==> src/rtl/eb_pkg.sv <==
package eb_pkg;
    localparam int OCTET_W = 8;

    typedef enum logic [1:0] {
        ST_IDLE = 2'd0,
        ST_FILL = 2'd1,
        ST_RUN  = 2'd2
    } eb_state_e;
endpackage

==> src/rtl/eb_release_timer.sv <==
module eb_release_timer #(
    parameter int KW = 6
) (
    input  logic          clk,
    input  logic          rst_n,
    input  logic          lmfc_pulse,
    input  logic          frame_ce,
    input  logic [KW-1:0] rbd_cfg,
    input  logic [KW-1:0] k_cfg,
    output logic          rel_opp
);
    logic [KW-1:0] k_eff;
    logic [KW-1:0] rbd_eff;
    logic [KW-1:0] remain;
    logic          armed;

    // clamp the programmed delay into 1..K
    always_comb begin
        k_eff = (k_cfg == '0) ? KW'(1) : k_cfg;
        if (rbd_cfg == '0) begin
            rbd_eff = KW'(1);
        end else if (rbd_cfg > k_eff) begin
            rbd_eff = k_eff;
        end else begin
            rbd_eff = rbd_cfg;
        end
    end

    assign rel_opp = armed && frame_ce && (remain == KW'(1));

    always_ff @(posedge clk or negedge rst_n) begin
        if (!rst_n) begin
            armed  <= 1'b0;
            remain <= '0;
        end else if (lmfc_pulse) begin
            armed  <= 1'b1;
            remain <= rbd_eff;
        end else if (armed && frame_ce) begin
            if (remain == KW'(1)) begin
                armed <= 1'b0;
            end else begin
                remain <= remain - KW'(1);
            end
        end
    end

    AST_REMAIN_NONZERO: assert property (@(posedge clk) disable iff (!rst_n)
        armed |-> (remain != '0));

    AST_DELAY_CLAMPED: assert property (@(posedge clk) disable iff (!rst_n)
        lmfc_pulse |=> (remain >= KW'(1)) && (remain <= $past(k_eff)));
endmodule

==> src/rtl/eb_lane_fifo.sv <==
module eb_lane_fifo #(
    parameter int DEPTH = 32,
    parameter int AW    = 5
) (
    input  logic          clk,
    input  logic          rst_n,
    input  logic          clr,
    input  logic          in_vld,
    input  logic          in_sos,
    input  logic [7:0]    in_data,
    input  logic          rd_en,
    output logic          started,
    output logic [7:0]    rd_data,
    output logic [AW-1:0] rd_idx,
    output logic          ovf_evt
);
    localparam int OW = AW + 1;

    logic [7:0]    mem [DEPTH];
    logic [AW-1:0] wr_ptr;
    logic [AW-1:0] rd_ptr;
    logic [OW-1:0] occ;
    logic          wr_ok;
    logic          full;
    logic          do_wr;
    logic          rd_dec;

    function automatic logic [AW-1:0] step_ptr(input logic [AW-1:0] p);
        return (p == AW'(DEPTH - 1)) ? '0 : p + AW'(1);
    endfunction

    always_comb begin
        wr_ok   = in_vld && (started || in_sos);
        full    = (occ == OW'(DEPTH));
        ovf_evt = wr_ok && full && !rd_en;
        do_wr   = wr_ok && !ovf_evt;
        rd_dec  = rd_en && (occ != '0);
    end

    assign rd_data = mem[rd_ptr];
    assign rd_idx  = rd_ptr;

    always_ff @(posedge clk) begin
        if (do_wr && !clr) begin
            mem[wr_ptr] <= in_data;
        end
    end

    always_ff @(posedge clk or negedge rst_n) begin
        if (!rst_n) begin
            started <= 1'b0;
            wr_ptr  <= '0;
            rd_ptr  <= '0;
            occ     <= '0;
        end else if (clr) begin
            started <= 1'b0;
            wr_ptr  <= '0;
            rd_ptr  <= '0;
            occ     <= '0;
        end else begin
            if (in_vld && in_sos) begin
                started <= 1'b1;
            end
            if (do_wr) begin
                wr_ptr <= step_ptr(wr_ptr);
            end
            if (rd_en) begin
                rd_ptr <= step_ptr(rd_ptr);
            end
            unique case ({do_wr, rd_dec})
                2'b10:   occ <= occ + OW'(1);
                2'b01:   occ <= occ - OW'(1);
                default: occ <= occ;
            endcase
        end
    end

    AST_OCC_LIMIT: assert property (@(posedge clk) disable iff (!rst_n)
        occ <= OW'(DEPTH));

    AST_IGNORE_BEFORE_MARK: assert property (@(posedge clk) disable iff (!rst_n)
        (!started && !(in_vld && in_sos) && !clr) |=> $stable(wr_ptr));
endmodule

==> src/rtl/lane_deskew_buffer.sv <==
module lane_deskew_buffer
    import eb_pkg::*;
#(
    parameter int NUM_LANES = 4,
    parameter int DEPTH     = 32,
    parameter int KW        = 6
) (
    input  logic                   clk,
    input  logic                   rst_n,
    input  logic                   resync,
    input  logic [NUM_LANES-1:0]   lane_vld,
    input  logic [NUM_LANES-1:0]   lane_sos,
    input  logic [NUM_LANES*8-1:0] lane_data,
    input  logic                   lmfc_pulse,
    input  logic                   frame_ce,
    input  logic [KW-1:0]          rbd_cfg,
    input  logic [KW-1:0]          k_cfg,
    output logic [NUM_LANES*8-1:0] out_data,
    output logic                   out_vld,
    output logic                   err_overflow,
    output logic                   err_late
);
    localparam int AW = (DEPTH > 1) ? $clog2(DEPTH) : 1;

    eb_state_e              state_q;
    eb_state_e              state_d;
    logic [NUM_LANES-1:0]   started;
    logic [NUM_LANES-1:0]   ovf_evt;
    logic [AW-1:0]          rd_idx [NUM_LANES];
    logic                   rel_opp;
    logic                   all_started;
    logic                   any_mark;
    logic                   rd_en;

    eb_release_timer #(.KW(KW)) u_timer (
        .clk        (clk),
        .rst_n      (rst_n),
        .lmfc_pulse (lmfc_pulse),
        .frame_ce   (frame_ce),
        .rbd_cfg    (rbd_cfg),
        .k_cfg      (k_cfg),
        .rel_opp    (rel_opp)
    );

    for (genvar g = 0; g < NUM_LANES; g++) begin : g_lane
        eb_lane_fifo #(.DEPTH(DEPTH), .AW(AW)) u_lane (
            .clk     (clk),
            .rst_n   (rst_n),
            .clr     (resync),
            .in_vld  (lane_vld[g]),
            .in_sos  (lane_sos[g]),
            .in_data (lane_data[g*OCTET_W +: OCTET_W]),
            .rd_en   (rd_en),
            .started (started[g]),
            .rd_data (out_data[g*OCTET_W +: OCTET_W]),
            .rd_idx  (rd_idx[g]),
            .ovf_evt (ovf_evt[g])
        );

        if (g > 0) begin : g_lock
            AST_LOCKSTEP: assert property (@(posedge clk) disable iff (!rst_n)
                rd_idx[g] == rd_idx[0]);
        end
    end

    assign all_started = &started;
    assign any_mark    = |(lane_vld & lane_sos);

    // state register
    always_ff @(posedge clk or negedge rst_n) begin
        if (!rst_n) begin
            state_q <= ST_IDLE;
        end else begin
            state_q <= state_d;
        end
    end

    // next state
    always_comb begin
        state_d = state_q;
        if (resync) begin
            state_d = ST_IDLE;
        end else begin
            unique case (state_q)
                ST_IDLE: if (any_mark)                  state_d = ST_FILL;
                ST_FILL: if (rel_opp && all_started)    state_d = ST_RUN;
                ST_RUN:                                 state_d = ST_RUN;
                default:                                state_d = ST_IDLE;
            endcase
        end
    end

    // sticky error flags
    always_ff @(posedge clk or negedge rst_n) begin
        if (!rst_n) begin
            err_overflow <= 1'b0;
            err_late     <= 1'b0;
        end else if (resync) begin
            err_overflow <= 1'b0;
            err_late     <= 1'b0;
        end else begin
            if (|ovf_evt) begin
                err_overflow <= 1'b1;
            end
            if ((state_q == ST_FILL) && rel_opp && !all_started) begin
                err_late <= 1'b1;
            end
        end
    end

    // outputs
    always_comb begin
        out_vld = (state_q == ST_RUN);
        rd_en   = out_vld;
    end

    AST_RUN_ALL_MARKED: assert property (@(posedge clk) disable iff (!rst_n)
        (state_q == ST_RUN) |-> all_started);

    AST_VLD_RISE_AT_OPP: assert property (@(posedge clk) disable iff (!rst_n)
        $rose(out_vld) |-> $past(rel_opp));

    AST_LATE_AT_OPP: assert property (@(posedge clk) disable iff (!rst_n)
        $rose(err_late) |-> ($past(rel_opp) && ($past(state_q) == ST_FILL)));

    AST_OVF_STICKY: assert property (@(posedge clk) disable iff (!rst_n)
        (err_overflow && !resync) |=> err_overflow);

    AST_RESYNC_CLEARS: assert property (@(posedge clk) disable iff (!rst_n)
        resync |=> (!out_vld && !err_late && !err_overflow));
endmodule

==> config.mk <==
export PLATFORM = sky130hd
export DESIGN_NAME = lane_deskew_buffer
export DESIGN_NICKNAME = d
export VERILOG_FILES = /design/src/rtl/eb_pkg.sv /design/src/rtl/eb_release_timer.sv /design/src/rtl/eb_lane_fifo.sv /design/src/rtl/lane_deskew_buffer.sv
export SDC_FILE = /design/constraint.sdc
export NUM_CORES = 1
export LEC_CHECK = 0
export BUFFER_PORTS_ARGS = -buffer_cell sky130_fd_sc_hd__buf_2
export CORE_ASPECT_RATIO = 0.9
export CORE_UTILIZATION = 40
export DETAILED_ROUTE_END_ITERATION = 8
export PLACE_DENSITY = 0.61
export REMOVE_ABC_BUFFERS = 1
export SYNTH_ARGS = -nofsm -noshare
export SYNTH_HDL_FRONTEND = slang
export SYNTH_SLANG_ARGS = --single-unit
==> constraint.sdc <==
create_clock -name clk -period 2.95 [get_ports clk]
set_clock_uncertainty 0.15 [all_clocks]
set_input_delay 0.295 -clock clk [delete_from_list [all_inputs] [get_ports clk]]
set_output_delay 0.295 -clock clk [all_outputs]
set_load 0.1 [all_outputs]
Word level (Yosys, flattened, before mapping)
Memories as Yosys holds them, arrays and structs flattened.
Cells that the tools add are included.
Cells by class
  $add $sub $neg: 17
  magnitude comparators: 1
  equal/unequal tests: 26
  multiplexer cells: 65
  bitwise operators: 1
  reductions and logical operators: 74
Operators with widths (count)
  $mux 5: 24
  $mux 6: 10
  $pmux 6 s2: 4
  $add 5x1->5 const B: 8
  $eq 5x5->1 const B: 8
  $logic_and 1x1->1: 33
  $sub 6x1->6 const B: 5
  $reduce_bool 2->1: 13
  $add 6x1->6 const B: 4
  $eq 6x6->1 const B: 4
  $reduce_bool 6->1: 4
  $mux 1: 23
  $logic_not 6->1: 2
  $reduce_bool 3->1: 4
  $eq 2x1->1 const B: 5
  $eq 2x2->1 const B: 5
  $reduce_or 4->1: 2
  $logic_not 1->1: 7
  $eq 6x1->1 const B: 1
  $gt 6x6->1: 1
  $mux 2: 3
  $ne 3x3->1 const B: 2
  $pmux 2 s3: 1
  $reduce_and 2->1: 3
  5 further kinds: 8
Storage, ports and cells
  bits in registers: 79
  bits in writable memories: 1024
  output and inout bits: 35
  word-level logic and storage cells: 209
  memories: 4
Memories
  g_lane[0].u_lane.mem: words 32, width 8, rd ports 1, clocked after memory_dff 0, write ports 1, RTL line eb_lane_fifo.sv:19  | logic [7:0] mem [DEPTH];
  g_lane[1].u_lane.mem: words 32, width 8, rd ports 1, clocked after memory_dff 0, write ports 1, RTL line eb_lane_fifo.sv:19
  g_lane[2].u_lane.mem: words 32, width 8, rd ports 1, clocked after memory_dff 0, write ports 1, RTL line eb_lane_fifo.sv:19
  g_lane[3].u_lane.mem: words 32, width 8, rd ports 1, clocked after memory_dff 0, write ports 1, RTL line eb_lane_fifo.sv:19

Depth between registers and ports, before layout
  word-level depth: 9
  mapped depth: 13
  mapped depth without buffers: 12

Cells and area by module
Synthesis repeated with hierarchy kept, for this count alone.
Second synthesis, totals
  cells, all modules: 2232
  area, all modules: 45132.0 µm²
By module, submodules not included
  eb_lane_fifo (g_lane[1].u_lane ...): times used 2, cells an instance 533, area each 11048.1 µm², sequential area each 8112.8 µm²
  eb_lane_fifo (g_lane[0].u_lane): times used 1, cells an instance 530, area each 11058.1 µm², sequential area each 8112.8 µm²
  eb_lane_fifo (g_lane[3].u_lane): times used 1, cells an instance 533, area each 11038.1 µm², sequential area each 8112.8 µm²
  eb_release_timer: times used 1, cells an instance 76, area each 680.7 µm², sequential area each 175.2 µm²
  lane_deskew_buffer: times used 1, cells an instance 27, area each 259.0 µm², sequential area each 100.1 µm²

Least setup slack after synthesis
Ideal clock, no wire load.
  path kind: reg2reg
  from: register state_q[0]
  to: register g_lane[0].u_lane.occ[5]
  setup time: 0.132 ns
  data arrival time: 3.161 ns
  slack: -0.492 ns
  stages on the path, launching flop included: 14
  path buffers: 1
  period minus slack after synthesis: 3.442 ns
  cell sequence: dfrtp_1 inv_1 ha_1 inv_1 clkbuf_1 a211o_1 inv_1 ha_1 o21a_1 nor2_1 o21ai_0 a21oi_2 xnor2_1 nor2_1
On the way
  longest elaborated chain between the ends: 8
  elaborated cells on any way between the ends: 11
RTL lines
  from (decl): RTL line lane_deskew_buffer.sv:25  | eb_state_e state_q;
  from (signal assigned): RTL line lane_deskew_buffer.sv:74  | state_q <= state_d;
  $eq 2x2->1 *: RTL line lane_deskew_buffer.sv:113  | out_vld = (state_q == ST_RUN);
  via out_vld: RTL line lane_deskew_buffer.sv:19  | output logic out_vld,
  $logic_not 1->1: RTL line eb_lane_fifo.sv:35  | ovf_evt = wr_ok && full && !rd_en;
  $logic_and 1x1->1: RTL line eb_lane_fifo.sv:35
  $logic_not 1->1: RTL line eb_lane_fifo.sv:36  | do_wr = wr_ok && !ovf_evt;
  $logic_and 1x1->1: RTL line eb_lane_fifo.sv:36
  $eq 2x1->1 or $eq 2x2->1 (tied branches): RTL line eb_lane_fifo.sv:70  | unique case ({do_wr, rd_dec})
  $pmux 6 s2: RTL line eb_lane_fifo.sv:70
  $mux 6: RTL line eb_lane_fifo.sv:55  | end else if (clr) begin
  to (signal assigned): RTL line eb_lane_fifo.sv:71  | 2'b10: occ <= occ + OW'(1);
  to (signal assigned): RTL line eb_lane_fifo.sv:72  | 2'b01: occ <= occ - OW'(1);
  to (decl): RTL line eb_lane_fifo.sv:22  | logic [OW-1:0] occ;
The timed path passes the listed nets; every way through them passes the cells marked *.
A chain may end at the register's enable or synchronous reset.

Final worst setup path
  from: register g_lane[0].u_lane.rd_ptr[0]
  to: output port out_data[1]
On the way
  longest elaborated chain between the ends: 1
RTL lines
  from (decl): RTL line eb_lane_fifo.sv:21  | logic [AW-1:0] rd_ptr;
  from (signal assigned): RTL line eb_lane_fifo.sv:68  | rd_ptr <= step_ptr(rd_ptr);
  $mem_v2 32x8
  to (decl): RTL line lane_deskew_buffer.sv:18  | output logic [NUM_LANES*8-1:0] out_data,
Every way passes these cells.

==> flow_metrics.env <==
export IMPL_drt_iter0_drc=2331
export IMPL_utilization=0.485
export IMPL_drive_above_1_share=0.343
export IMPL_yosysTopAreaCell="edfxtp_1"
export IMPL_combPwrFrac=0.212
export IMPL_synth_most_common_cell="edfxtp_1"
export IMPL_rsz0062_at_grt="true"
export IMPL_synth_edf_count=1024
export IMPL_synth_top_cell_area_share=0.683
export IMPL_vias=23000
export IMPL_reg2regPathDepth=10
export IMPL_die_width_microns=356
export IMPL_grt_max_degree=46
export IMPL_nNetsFinal=2700
export IMPL_syn_inst=2266
export IMPL_timing_fmax_mhz=286
export IMPL_die_area_sq_mm=0.114
export IMPL_clockBufferDepth=3
export IMPL_netlist_area_sq_mm=0.0450
export IMPL_hold_depth=1
export IMPL_status="finished, violations left"
export IMPL_drv_cap=0
export IMPL_holdCritPathClass="primary input to flop"
export IMPL_setup_violations=32
export IMPL_async_flop_share=0.0716
export IMPL_fin_ws_ps=-545
export IMPL_firstDrtPassIters=7
export IMPL_worstReg2RegStart="g_lane[2].u_lane.occ[3]$_DFFE_PN0P_"
export IMPL_switchingPower_mw=10.3
export IMPL_min_from="lane_data[31]"
export IMPL_setup_worst_path_class="flop to output pin"
export IMPL_relSlewSlack=0.370
export IMPL_row_count=116
export IMPL_syn_mean_instance_area_sq_um=19.9
export IMPL_wl_microns=101000
export IMPL_min_to="g_lane[3].u_lane.mem[26][7]$_DFFE_PP_"
export IMPL_pwr_share_seq=0.436
export IMPL_worst_pin_slew_ps=941
export IMPL_grt_overflow_total=0
export IMPL_grt_pass1_vias=23600
export IMPL_hpwl_microns=62800
export IMPL_crit_fanout=8
export IMPL_p_per_area_mw_per_mm2=741
export IMPL_yosysWarningCount=0
export IMPL_path_clk_slew_ps=60
export IMPL_worst_setup_path_start_kind="flop"
export IMPL_ys_top_cells_by_area="edfxtp_1 68%, mux4_2 16%, dfrtp_1 4.4%"
export IMPL_ios=92
export IMPL_clkSinkCount=1103
export IMPL_required_ps=2510
export IMPL_core_area_sq_mm=0.111
export IMPL_internal_power_mw=29.8
export IMPL_leakagePower_nw=17.4
export IMPL_synth_common_cells="1024 x edfxtp_1, 320 x mux4_2, 234 x nor2_1"
export IMPL_cts_buffers=110
export IMPL_r2r_end="g_lane[2].u_lane.occ[5]$_DFFE_PN0P_"
export IMPL_initial_utilization=0.404
export IMPL_slew_viol_final=0
export IMPL_grt_first_pass_wirelength_microns=153000
export IMPL_end_kind="output pin"
export IMPL_drtAntennaViolNets=0
export IMPL_htreeDepth=3
export IMPL_cts_tree="done"
export IMPL_r2r_slack_ps=30
export IMPL_violations="DRC, setup timing"
export IMPL_hold_viol=0
export IMPL_area_growth_pct=20.1
export IMPL_port_buffers=91
export IMPL_clk_latency_ps=680
export IMPL_fp_dieH_microns=320
export IMPL_cp_arrival_ps=3050
export IMPL_ctsRootBufferMaster="clkbuf_16"
export IMPL_clock_power_share=0.352
export IMPL_antenna_found_initial=5
export IMPL_drc=12
export IMPL_via_per_inst=5.54
export IMPL_seq_area_frac_synth=0.727
export IMPL_period_minus_slack_ps=3490
export IMPL_dp_cells=3866
export IMPL_synth_seq_cells=1103
export IMPL_routedWlPerCell_microns=24.3
export IMPL_finalNonFillerCells=4162
export IMPL_irDropWorstVdd_mv=0.486
export IMPL_gp_congestion=0.838
export IMPL_ys_flop_type="edfxtp_1"
export IMPL_synth_distinct_cells=71
export IMPL_post_route_period_util=1.18
export IMPL_groute_usage_overall=0.179
export IMPL_sw_frac_of_total=0.257
-- routing by layer --
layer,part of all wire,vias to the layer above,GRT usage
li1,-,9951,-
met1,0.45,12200,0.270
met2,0.46,773,0.270
met3,0.064,140,0.0325
met4,0.018,4,0.0393
met5,0.00029,-,0
-- power by group through the flow --
stage / sequential, mW / combinational [mW] / clock [mW]
5_1_grt: 17.5 / 9.01 / 14.9
4_1_cts: 17.5 / 8.24 / 14.4
2_1_floorplan: 18.4 / 4.19 / 0
3_5_place_dp: 17.9 / 6.69 / 0
6_report: 17.5 / 8.50 / 14.1
3_3_place_gp: 17.9 / 6.55 / 0
-- cells in the final DEF (no fill, tap or decap), drive strengths merged, types with 6 or more instances in the layout --
cell and count:
mux2 36, nor3 22, a22oi 6, or3b 6, mux4 320, or4 6, inv 28, o21ai 40
nand2b 8, a21oi 41, o21a 6, ha 52, buf 280, a31oi 8, mux2i 22, a211oi 6
and3 11, clkinvlp 9, nor2b 7, nand3 13, nor2 235, clkinv 44, bufinv 12, clkbuf 144
or3 10, xnor2 9, dfrtp 79, dlygate4sd3 44, nand3b 20, nand2 55, edfxtp 1024, xor2 10
-- metrics by stage --
step | TNS, ps | worst slack, ps | instance area [sq um] | power, mW | hold WS (ps)
6_report | -16040 | -545 | 54100 | 40.1 | 18.2
5_1_grt | -18910 | -634 | 54100 | 41.5 | 24.6
4_1_cts | -17730 | -590 | 53600 | 40.1 | 0.197
3_5_place_dp | -479 | -53.1 | 48200 | 24.6 | 245
3_3_place_gp | -8.64 | -8.64 | 48200 | 24.4 | 235
2_1_floorplan | -1178510 | -1730 | 44500 | 22.6 | -151
-- registers in the layout, indices dropped and copies added (netlist names) --
name	flops
err_late	1
err_overflow	1
g_lane.u_lane.mem	1024
g_lane.u_lane.occ	24
g_lane.u_lane.rd_idx	20
g_lane.u_lane.started	4
g_lane.u_lane.wr_ptr	20
state_q	2
u_timer.armed	1
u_timer.remain	6
-- area by class of cell --
class | instances | area, sq um
Fill cell | 9056 | 57400
Multi-Input combinational cell | 1021 | 12000
Timing Repair Buffer | 329 | 3720
Clock buffer | 139 | 3000
Inverter | 26 | 101
Tap cell | 1475 | 1850
Sequential cell | 1103 | 32700
Antenna cell | 2 | 5.00
Clock inverter | 67 | 668
-- what timing repair did --
item,CTS,global route
hold buffers,44,0
gates resized for setup,192,106
gates cloned,15,5
endpoints found under the hold margin,522,0
buffers inserted,20,8
pin swaps,1,6
endpoints found under the setup margin,65,828
-- cells by family (layout without fill, tap and decap cells) --
family | count (synthesis) | in the layout | synth area share
AO/OA/AOI/OAI | 156 | 156 | 0.0233
XOR/XNOR | 19 | 19 | 0.00370
adder cells (fa/ha/maj) | 52 | 52 | 0.0144
buffers and inverters | 142 | 561 | 0.0148
flip-flops | 1103 | 1103 | 0.727
multiplexers | 378 | 378 | 0.174
other | 0 | 2 | 0
AND/OR/NAND/NOR | 416 | 416 | 0.0431
-- worst max path at each step --
stage                                                start                                   end  slack (ps)  cells past startpoint
global placement    g_lane[1].u_lane.rd_idx[0]$_DFFE_PN0P_                          out_data[13]          -9                      5
floorplan           g_lane[2].u_lane.rd_idx[0]$_DFFE_PN0P_                          out_data[16]       -1730                      3
CTS                 g_lane[1].u_lane.rd_idx[0]$_DFFE_PN0P_                          out_data[15]        -590                      7
finish              g_lane[0].u_lane.rd_idx[0]$_DFFE_PN0P_                           out_data[1]        -540                      7
global route        g_lane[2].u_lane.rd_idx[0]$_DFFE_PN0P_                          out_data[18]        -630                      7
detailed placement                  state_q[0]$_DFFE_PN0P_  g_lane[0].u_lane.mem[2][3]$_DFFE_PP_         -50                      8
-- critical path, stage by stage, from the launching register on --
cell and delay (ps):
dfrtp_4 520, buf_12 150, buf_12 120, clkbuf_16 160, mux4_2 470, mux4_2 480
mux2_4 300, buf_12 170
No activity file was read; power rests on OpenSTA's default activity.
